File: src/rtl/gss_pkg.sv
package gss_pkg;
    localparam int REG_ADDR_W = 3;
    localparam int SYNC_DEPTH = 2;

    localparam logic [REG_ADDR_W-1:0] ADR_SELECT  = 3'd0;
    localparam logic [REG_ADDR_W-1:0] ADR_INVERT  = 3'd1;
    localparam logic [REG_ADDR_W-1:0] ADR_SWLEVEL = 3'd2;
    localparam logic [REG_ADDR_W-1:0] ADR_REARM   = 3'd3;
    localparam logic [REG_ADDR_W-1:0] ADR_STATUS  = 3'd4;

    typedef enum logic [1:0] {
        SRC_SOFT  = 2'b00,
        SRC_CHAIN = 2'b01,
        SRC_PIN   = 2'b10,
        SRC_PULSE = 2'b11
    } gate_src_e;

    typedef enum logic [1:0] {
        PW_ARMED   = 2'd0,
        PW_PASSING = 2'd1,
        PW_DONE    = 2'd2
    } pw_state_e;
endpackage

File: src/rtl/gss_sync.sv
module gss_sync #(
    parameter int WIDTH  = 9,
    parameter int STAGES = gss_pkg::SYNC_DEPTH
) (
    input  logic             clk,
    input  logic             rst_n,
    input  logic [WIDTH-1:0] d,
    output logic [WIDTH-1:0] q
);
    logic [WIDTH-1:0] stage_q [STAGES];

    always_ff @(posedge clk or negedge rst_n) begin
        if (!rst_n) begin
            for (int i = 0; i < STAGES; i++) stage_q[i] <= '0;
        end else begin
            stage_q[0] <= d;
            for (int i = 1; i < STAGES; i++) stage_q[i] <= stage_q[i-1];
        end
    end

    assign q = stage_q[STAGES-1];
endmodule

File: src/rtl/gss_pulse_fsm.sv
module gss_pulse_fsm
    import gss_pkg::*;
(
    input  logic clk,
    input  logic rst_n,
    input  logic meas_s,
    input  logic rearm,
    output logic pass_gate
);
    pw_state_e state_q, state_d;
    logic      meas_prev_q;
    logic      meas_rise;

    assign meas_rise = meas_s & ~meas_prev_q;

    // state register
    always_ff @(posedge clk or negedge rst_n) begin
        if (!rst_n) begin
            state_q     <= PW_ARMED;
            meas_prev_q <= 1'b0;
        end else begin
            state_q     <= state_d;
            meas_prev_q <= meas_s;
        end
    end

    // transitions
    always_comb begin
        state_d = state_q;
        if (rearm) begin
            state_d = PW_ARMED;
        end else begin
            unique case (state_q)
                PW_ARMED:   if (meas_rise) state_d = PW_PASSING;
                PW_PASSING: if (!meas_s)   state_d = PW_DONE;
                PW_DONE:    state_d = PW_DONE;
                default:    state_d = PW_ARMED;
            endcase
        end
    end

    // outputs
    always_comb begin
        unique case (state_q)
            PW_ARMED:   pass_gate = meas_rise;
            PW_PASSING: pass_gate = meas_s;
            PW_DONE:    pass_gate = 1'b0;
            default:    pass_gate = 1'b0;
        endcase
    end
endmodule

File: src/rtl/gss_regs.sv
module gss_regs
    import gss_pkg::*;
#(
    parameter int NUM_CH = 3,
    parameter int DATA_W = 16
) (
    input  logic                   clk,
    input  logic                   rst_n,
    input  logic                   wr_en,
    input  logic [REG_ADDR_W-1:0]  wr_addr,
    input  logic [DATA_W-1:0]      wr_data,
    input  logic [REG_ADDR_W-1:0]  rd_addr,
    input  logic [DATA_W-1:0]      status_word,
    output logic [DATA_W-1:0]      rd_data,
    output logic [2*NUM_CH-1:0]    cfg_sel,
    output logic [NUM_CH-1:0]      cfg_pol,
    output logic [NUM_CH-1:0]      cfg_lvl,
    output logic [NUM_CH-1:0]      cfg_rearm
);
    localparam int SEL_W = 2 * NUM_CH;

    logic unused_wr_hi;
    assign unused_wr_hi = ^wr_data[DATA_W-1:SEL_W];

    always_ff @(posedge clk or negedge rst_n) begin
        if (!rst_n) begin
            cfg_sel   <= '0;
            cfg_pol   <= '0;
            cfg_lvl   <= '0;
            cfg_rearm <= '0;
        end else if (wr_en) begin
            case (wr_addr)
                ADR_SELECT:  cfg_sel   <= wr_data[SEL_W-1:0];
                ADR_INVERT:  cfg_pol   <= wr_data[NUM_CH-1:0];
                ADR_SWLEVEL: cfg_lvl   <= wr_data[NUM_CH-1:0];
                ADR_REARM:   cfg_rearm <= wr_data[NUM_CH-1:0];
                default: ;
            endcase
        end
    end

    always_comb begin
        rd_data = '0;
        case (rd_addr)
            ADR_SELECT:  rd_data[SEL_W-1:0]  = cfg_sel;
            ADR_INVERT:  rd_data[NUM_CH-1:0] = cfg_pol;
            ADR_SWLEVEL: rd_data[NUM_CH-1:0] = cfg_lvl;
            ADR_REARM:   rd_data[NUM_CH-1:0] = cfg_rearm;
            ADR_STATUS:  rd_data             = status_word;
            default:     rd_data             = '0;
        endcase
    end
endmodule

File: src/rtl/gate_source_select.sv
module gate_source_select
    import gss_pkg::*;
#(
    parameter int NUM_CH = 3,
    parameter int DATA_W = 16
) (
    input  logic                  clk,
    input  logic                  rst_n,
    input  logic                  wr_en,
    input  logic [REG_ADDR_W-1:0] wr_addr,
    input  logic [DATA_W-1:0]     wr_data,
    input  logic [REG_ADDR_W-1:0] rd_addr,
    output logic [DATA_W-1:0]     rd_data,
    input  logic [NUM_CH-1:0]     ext_gate_in,
    input  logic [NUM_CH-1:0]     cnt_out_in,
    input  logic [NUM_CH-1:0]     cnt_clk_in,
    output logic [NUM_CH-1:0]     gate_out
);
    localparam int SYNC_W   = 3 * NUM_CH;
    localparam int STAT_USE = 3 * NUM_CH;

    logic [2*NUM_CH-1:0] cfg_sel;
    logic [NUM_CH-1:0]   cfg_pol;
    logic [NUM_CH-1:0]   cfg_lvl;
    logic [NUM_CH-1:0]   cfg_rearm;
    logic [NUM_CH-1:0]   rearm_prev_q;
    logic [NUM_CH-1:0]   rearm_edge;
    logic [NUM_CH-1:0]   ext_s, out_s, clk_s;
    logic [SYNC_W-1:0]   sync_q;
    logic [DATA_W-1:0]   status_word;

    gss_sync #(.WIDTH(SYNC_W), .STAGES(SYNC_DEPTH)) u_sync (
        .clk   (clk),
        .rst_n (rst_n),
        .d     ({cnt_clk_in, cnt_out_in, ext_gate_in}),
        .q     (sync_q)
    );

    assign ext_s = sync_q[NUM_CH-1:0];
    assign out_s = sync_q[2*NUM_CH-1:NUM_CH];
    assign clk_s = sync_q[3*NUM_CH-1:2*NUM_CH];

    gss_regs #(.NUM_CH(NUM_CH), .DATA_W(DATA_W)) u_regs (
        .clk         (clk),
        .rst_n       (rst_n),
        .wr_en       (wr_en),
        .wr_addr     (wr_addr),
        .wr_data     (wr_data),
        .rd_addr     (rd_addr),
        .status_word (status_word),
        .rd_data     (rd_data),
        .cfg_sel     (cfg_sel),
        .cfg_pol     (cfg_pol),
        .cfg_lvl     (cfg_lvl),
        .cfg_rearm   (cfg_rearm)
    );

    // re-arm edge detection in the system clock domain
    always_ff @(posedge clk or negedge rst_n) begin
        if (!rst_n) rearm_prev_q <= '0;
        else        rearm_prev_q <= cfg_rearm;
    end
    assign rearm_edge = cfg_rearm & ~rearm_prev_q;

    for (genvar n = 0; n < NUM_CH; n++) begin : g_ch
        localparam int PREV = (n == 0) ? NUM_CH - 1 : n - 1;
        logic      pw_gate;
        logic      raw_gate;
        gate_src_e src;

        gss_pulse_fsm u_pw (
            .clk       (clk),
            .rst_n     (rst_n),
            .meas_s    (ext_s[n]),
            .rearm     (rearm_edge[n]),
            .pass_gate (pw_gate)
        );

        assign src = gate_src_e'(cfg_sel[2*n +: 2]);

        always_comb begin
            raw_gate = 1'b0;
            unique case (src)
                SRC_SOFT:  raw_gate = cfg_lvl[n];
                SRC_CHAIN: raw_gate = out_s[PREV];
                SRC_PIN:   raw_gate = ext_s[n];
                SRC_PULSE: raw_gate = pw_gate;
            endcase
        end

        assign gate_out[n] = raw_gate ^ cfg_pol[n];
    end

    assign status_word = DATA_W'({clk_s, out_s, gate_out});

    logic unused_stat;
    assign unused_stat = (STAT_USE > DATA_W);
endmodule

File: config.mk
export PLATFORM = sky130hd
export DESIGN_NAME = gate_source_select
export DESIGN_NICKNAME = d
export VERILOG_FILES = /design/src/rtl/gss_pkg.sv /design/src/rtl/gss_sync.sv /design/src/rtl/gss_pulse_fsm.sv /design/src/rtl/gss_regs.sv /design/src/rtl/gate_source_select.sv
export SDC_FILE = /design/constraint.sdc
export NUM_CORES = 1
export LEC_CHECK = 0
export ABC_AREA = 0
export BUFFER_PORTS_ARGS = -buffer_cell sky130_fd_sc_hd__buf_2
export CORE_UTILIZATION = 47
export CTS_CLUSTER_SIZE = 25
export DETAILED_ROUTE_END_ITERATION = 10
export HOLD_SLACK_MARGIN = 0.15
export PLACE_DENSITY = 0.81
export SYNTH_ARGS = -nofsm -noshare
export SYNTH_HDL_FRONTEND = slang
export SYNTH_SLANG_ARGS = --single-unit
File: constraint.sdc
create_clock -name clk -period 1.3 [get_ports clk]
set_input_delay 0.065 -clock clk [delete_from_list [all_inputs] [get_ports clk]]
set_output_delay 0.065 -clock clk [all_outputs]
set_load 0.005 [all_outputs]
# Word level (Yosys, flattened, before mapping)
# Index checks and enable logic that the tools add are counted.
# word_totals
regBits	45
# op_classes
n_bitwise	11
mux	21
n_eq_ne	28
n_reduce_logical	15
# ops
cell	n
$eq 2x2->1 const B	9
$mux 2	9
$pmux 2 s3	3
$pmux 3 s5	1
$reduce_and 2->1	7
$eq 2x1->1 const B	6
$eq 3x2->1 const B	4
$logic_not 2->1	6
$pmux 1 s4	3
$ne 3x2->1 const B	3
$ne 3x3->1 const B	3
$eq 3x1->1 const B	2
$logic_not 3->1	2
$pmux 1 s2	3
$pmux 3 s2	1
$and 1x1->1	3
$and 3x3->3	1
$eq 3x3->1 const B	1
$mux 3	1
$not 1->1	3
$not 3->3	1
$xor 1x1->1	3

# Depth between registers and ports, before layout
# logic_depth
word_depth	6
depth_mapped	6

# Hierarchy
# A second synthesis with hierarchy kept.
# unflattened
hier_cells	163
area_unflattened_um2	2109.5
# modules_own_cells
module	seq_area_each_um2	area_per_inst_um2	cells_each	instances
gss_regs	375.4	870.8	72	1
gss_pulse_fsm	75.1	176.4	17	3
gss_sync	450.4	518.0	27	1
gate_source_select	75.1	191.4	13	1

# Worst setup path after synthesis
# Ideal clock, no wire load.
# synth_timing
path_kind	register to output
startpoint	register g_ch[2].u_pw.state_q[0]
endpoint	output port rd_data[2]
slack_ps	33
stages_incl_launch_ff	7
arrival_ps	1202
cell_sequence	dfrtp_1 -> inv_1 -> ha_1 -> nand2b_1 -> a31oi_1 -> or3_1 -> o211ai_2
# synth_via
elab_chain_cells	5
# synth_lines
item	line	rtl
start, declared	gss_pulse_fsm.sv:10	pw_state_e state_q, state_d;
start signal, assigned	gss_pulse_fsm.sv:22	state_q <= state_d;
$eq 2x1->1 / $logic_not 2->1 (equally long branches)	gss_pulse_fsm.sv:44	unique case (state_q)
$pmux 1 s2 *	gss_pulse_fsm.sv:44	
$pmux 1 s4 *	gate_source_select.sv:83	unique case (src)
$xor 1x1->1 *	gate_source_select.sv:91	assign gate_out[n] = raw_gate ^ cfg_pol[n];
$pmux 3 s5 *	gss_regs.sv:44	case (rd_addr)
end, declared	gate_source_select.sv:13	output logic [DATA_W-1:0] rd_data,
# Every way passes the cells marked *; elsewhere a longest branch is shown, timed or not.

# Final worst setup path
# layout_timing
startpoint	register g_ch[0].u_pw.state_q[0]
endpoint	output port rd_data[0]
# layout_via
elab_chain_cells	5
# layout_lines
item	line
start, declared	gss_pulse_fsm.sv:10
start signal, assigned	gss_pulse_fsm.sv:22
$eq 2x1->1 / $logic_not 2->1 (equally long branches)	gss_pulse_fsm.sv:44
$pmux 1 s2 *	gss_pulse_fsm.sv:44
$pmux 1 s4 *	gate_source_select.sv:83
$xor 1x1->1 *	gate_source_select.sv:91
$pmux 3 s5 *	gss_regs.sv:44
# Marks and branches as above.

==> run metrics <==
count leader, synth dfrtp_1; Final period util 132.2%; starting density of the core 48.79%; failing checks setup timing; Final Max Slew Viols 0; worst hold path class in -> async; final worst slack -0.4180 ns; Iter 0 DRT Violations 47; worst skew pair latency 0.29 ns; Critical Path AT 1.65 ns; Synth Area in Compound Gates 3.710%; status finished with violations; worst setup path class reg -> out; post-synthesis cell area 2125 um^2; gpl congestion 0.7674; CP max stage cell dfrtp_2; vias in the first global route 1,485; Avg Cell Area, Syn 13.03 um^2; mux contribution to synthesized area 17.14%; pre-CTS WS -0.1521 ns; power per cell area 1604 nW/um^2; Synth Area in XOR/XNOR 1.237%; Primary FF master, synth dfrtp_1; initial antenna violation count 0; core area 4354 um^2; largest net degree at the start of global routing 46; Reg2Reg Depth 9; CTS sink count 45; final core utilization 68.74%; crit-path max cell delay 0.41 ns; grt total ovfl 0; combinational family with the most area after synthesis multiplexers; n_diodes 0; DRT Pass-1 Iters 4; reg2reg start g_ch[1].u_pw.state_q[0]; total of max-cap violations 0; crit-path max FO 3; EDFF count, synth 0; Seq/Total Area, Yosys 53.00%; Final Power 0.004801 W; GRT Total Usage 18.10%; row count 24; Vias per Instance 5.036; H-tree Lvls 2; Buffers on Ports 35; Simple-Gate Fraction of Synth Area 13.96%; RSZ-0062 raised after global routing true; Gate Count Post-Synth 163; skew final 0.002478 ns; root buf cell clkbuf_8; Ys Warns 0; die area 4793 um^2; Critical R2R Capture g_ch[1].u_pw.state_q[0]; io pins 53; Yosys top cell area share 53.00%; Die Y-Extent 69.24 um; Final Hold Fails 0; CTS tree done; Area Overhead vs Synth 40.87%; CP endpoint kind output pin; total CTS buffers 5; worst reg2reg setup slack -0.12 ns; Synth Register Bits 45; setup violators final 9; Synth Area in Adders 5.300%; Routed WL 4248 um; CP Launch Type flop; Unique masters post-synth 27; finished layout cell area 2993 um^2; Synth area leader dfrtp_1; CTS Buffer Depth 2; Commonest cells post-synth 45 x dfrtp_1, 15 x mux2_2, 12 x mux2i_1, 12 x nor2_1; die width 69.24 um; Max rail drop VDD 989.9 uV; DP Wirelength 2723 um; post-placement cell area 2452 um^2; clk slew on worst S/H paths 0.08 ns; async set-reset flop share out of synthesis 100.0%; global-route wire length before repair 6665 um; post-route ant nets 0; synth top area cells dfrtp_1 53%, mux2_2 8.0%, mux2i_1 5.7%; layout cells sized above 1 51.00%; Tmin final 1.718 ns; Post-route DRC 0; WL/cell 14.02 um; Max Clk Rate 582.1 MHz; worst-path cell chain inv_2, ha_4, nand2b_4, a31oi_4, or3_4, o211ai_2, buf_2; CP required 1.24 ns; Leak 1.405 nW; nets@finish 295; via count 1,526
[worst max path at each step]
| stage | startpoint | to | slack [ns] | cells after the start |
|---|---|---|---|---|
| 3_3_place_gp | g_ch[0].u_pw.state_q[0] | rd_data[0] | -0.11 | 7 |
| 2_1_floorplan | g_ch[2].u_pw.state_q[0] | rd_data[2] | 0.03 | 6 |
| 5_1_grt | g_ch[1].u_pw.state_q[1] | rd_data[1] | -0.46 | 7 |
| 3_5_place_dp | g_ch[0].u_pw.state_q[0] | rd_data[0] | -0.15 | 7 |
| 4_1_cts | g_ch[0].u_pw.state_q[0] | rd_data[0] | -0.35 | 7 |
| 6_report | g_ch[0].u_pw.state_q[0] | rd_data[0] | -0.42 | 7 |
[routing by layer]
| metal | vias up | track usage [%] | share of wire [%] |
|---|---|---|---|
| li1 | 721 | - | - |
| met1 | 749 | 23.77 | 46 |
| met2 | 45 | 29.02 | 47 |
| met3 | 11 | 3.779 | 4.1 |
| met4 | 0 | 8.163 | 3.0 |
| met5 | - | 0 | 0 |
[stage by stage]
stage	instances	setup TNS [ns]	hold slack (ns)
detailed placement	264	-0.5073	0.06001
finish	303	-2.270	0.2974
floorplan	169	0	-0.2306
CTS	296	-2.047	0.2889
global placement	264	-0.3214	0.05784
global route	303	-3.024	0.3258
[cell families after synthesis]
logic type               count (synthesis)
other                                    1
adder cells (fa/ha/maj)                  9
XOR/XNOR                                 3
multiplexers                            30
buffers and inverters                   19
AND/OR/NAND/NOR                         47
flip-flops                              45
AO/OA/AOI/OAI                            9
[sequential cells by signal (all words and copies together) (netlist names)]
name / cells
u_regs.cfg_pol: 3
u_sync.q: 9
g_ch.u_pw.meas_prev_q: 3
rearm_prev_q: 3
u_sync.stage_q: 9
u_regs.cfg_rearm: 3
g_ch.u_pw.state_q: 6
u_regs.cfg_sel: 6
u_regs.cfg_lvl: 3
[area by class of cell]
class	instances	area (um^2)
clock buffer	5	68.82
clock inverter	1	5.005
fill	318	1361
inverter	9	33.78
multi-input combinational	105	1051
sequential	45	1129
tap	52	65.06
timing repair buffer	86	640.6
[layout by cell type (no fill, tap or decap), types with 2 or more instances in the layout]
cell,count
a22oi_2,3
and2_2,2
and4bb_2,2
buf_2,35
buf_4,26
buf_6,8
clkbuf_8,5
conb_1,7
dfrtp_1,43
dfrtp_2,2
dlygate4sd3_1,16
ha_2,2
ha_4,6
inv_1,2
inv_2,7
mux2_2,15
mux2i_1,12
mux4_1,2
nand2_1,6
nand2b_1,7
nand2b_4,2
nor2_1,10
nor2b_1,3
nor3_1,3
o211ai_2,3
or2b_1,3
or3_1,2
xnor2_1,3
[timing repair]
| action | 4_1_cts | 5_1_grt |
|---|---|---|
| hold buffers | 16 | 0 |
| buffers inserted | 12 | 10 |
| setup endpoints to repair | 10 | 12 |
| hold endpoints to repair | 69 | 0 |
| pin swaps | 16 | 13 |
| cloned | 0 | 0 |
| gates resized for setup | 20 | 25 |
[critical path: cells and delay by family, from the launching register on]
family | cells | cell delay [ns]
buffers and inverters | 2 | 0.19
AOI/OAI and AO/OA | 2 | 0.17
adders and majority gates | 1 | 0.17
and+or+nand+nor | 2 | 0.42
DFF | 1 | 0.41
[power breakdown]
group          internal (W)  switching [W]  total (W)
Clock              0.000353       0.000421   0.000775
Sequential          0.00165       0.000193    0.00184
Combinational       0.00130       0.000879    0.00218
No activity file was read; power rests on OpenSTA's default activity.
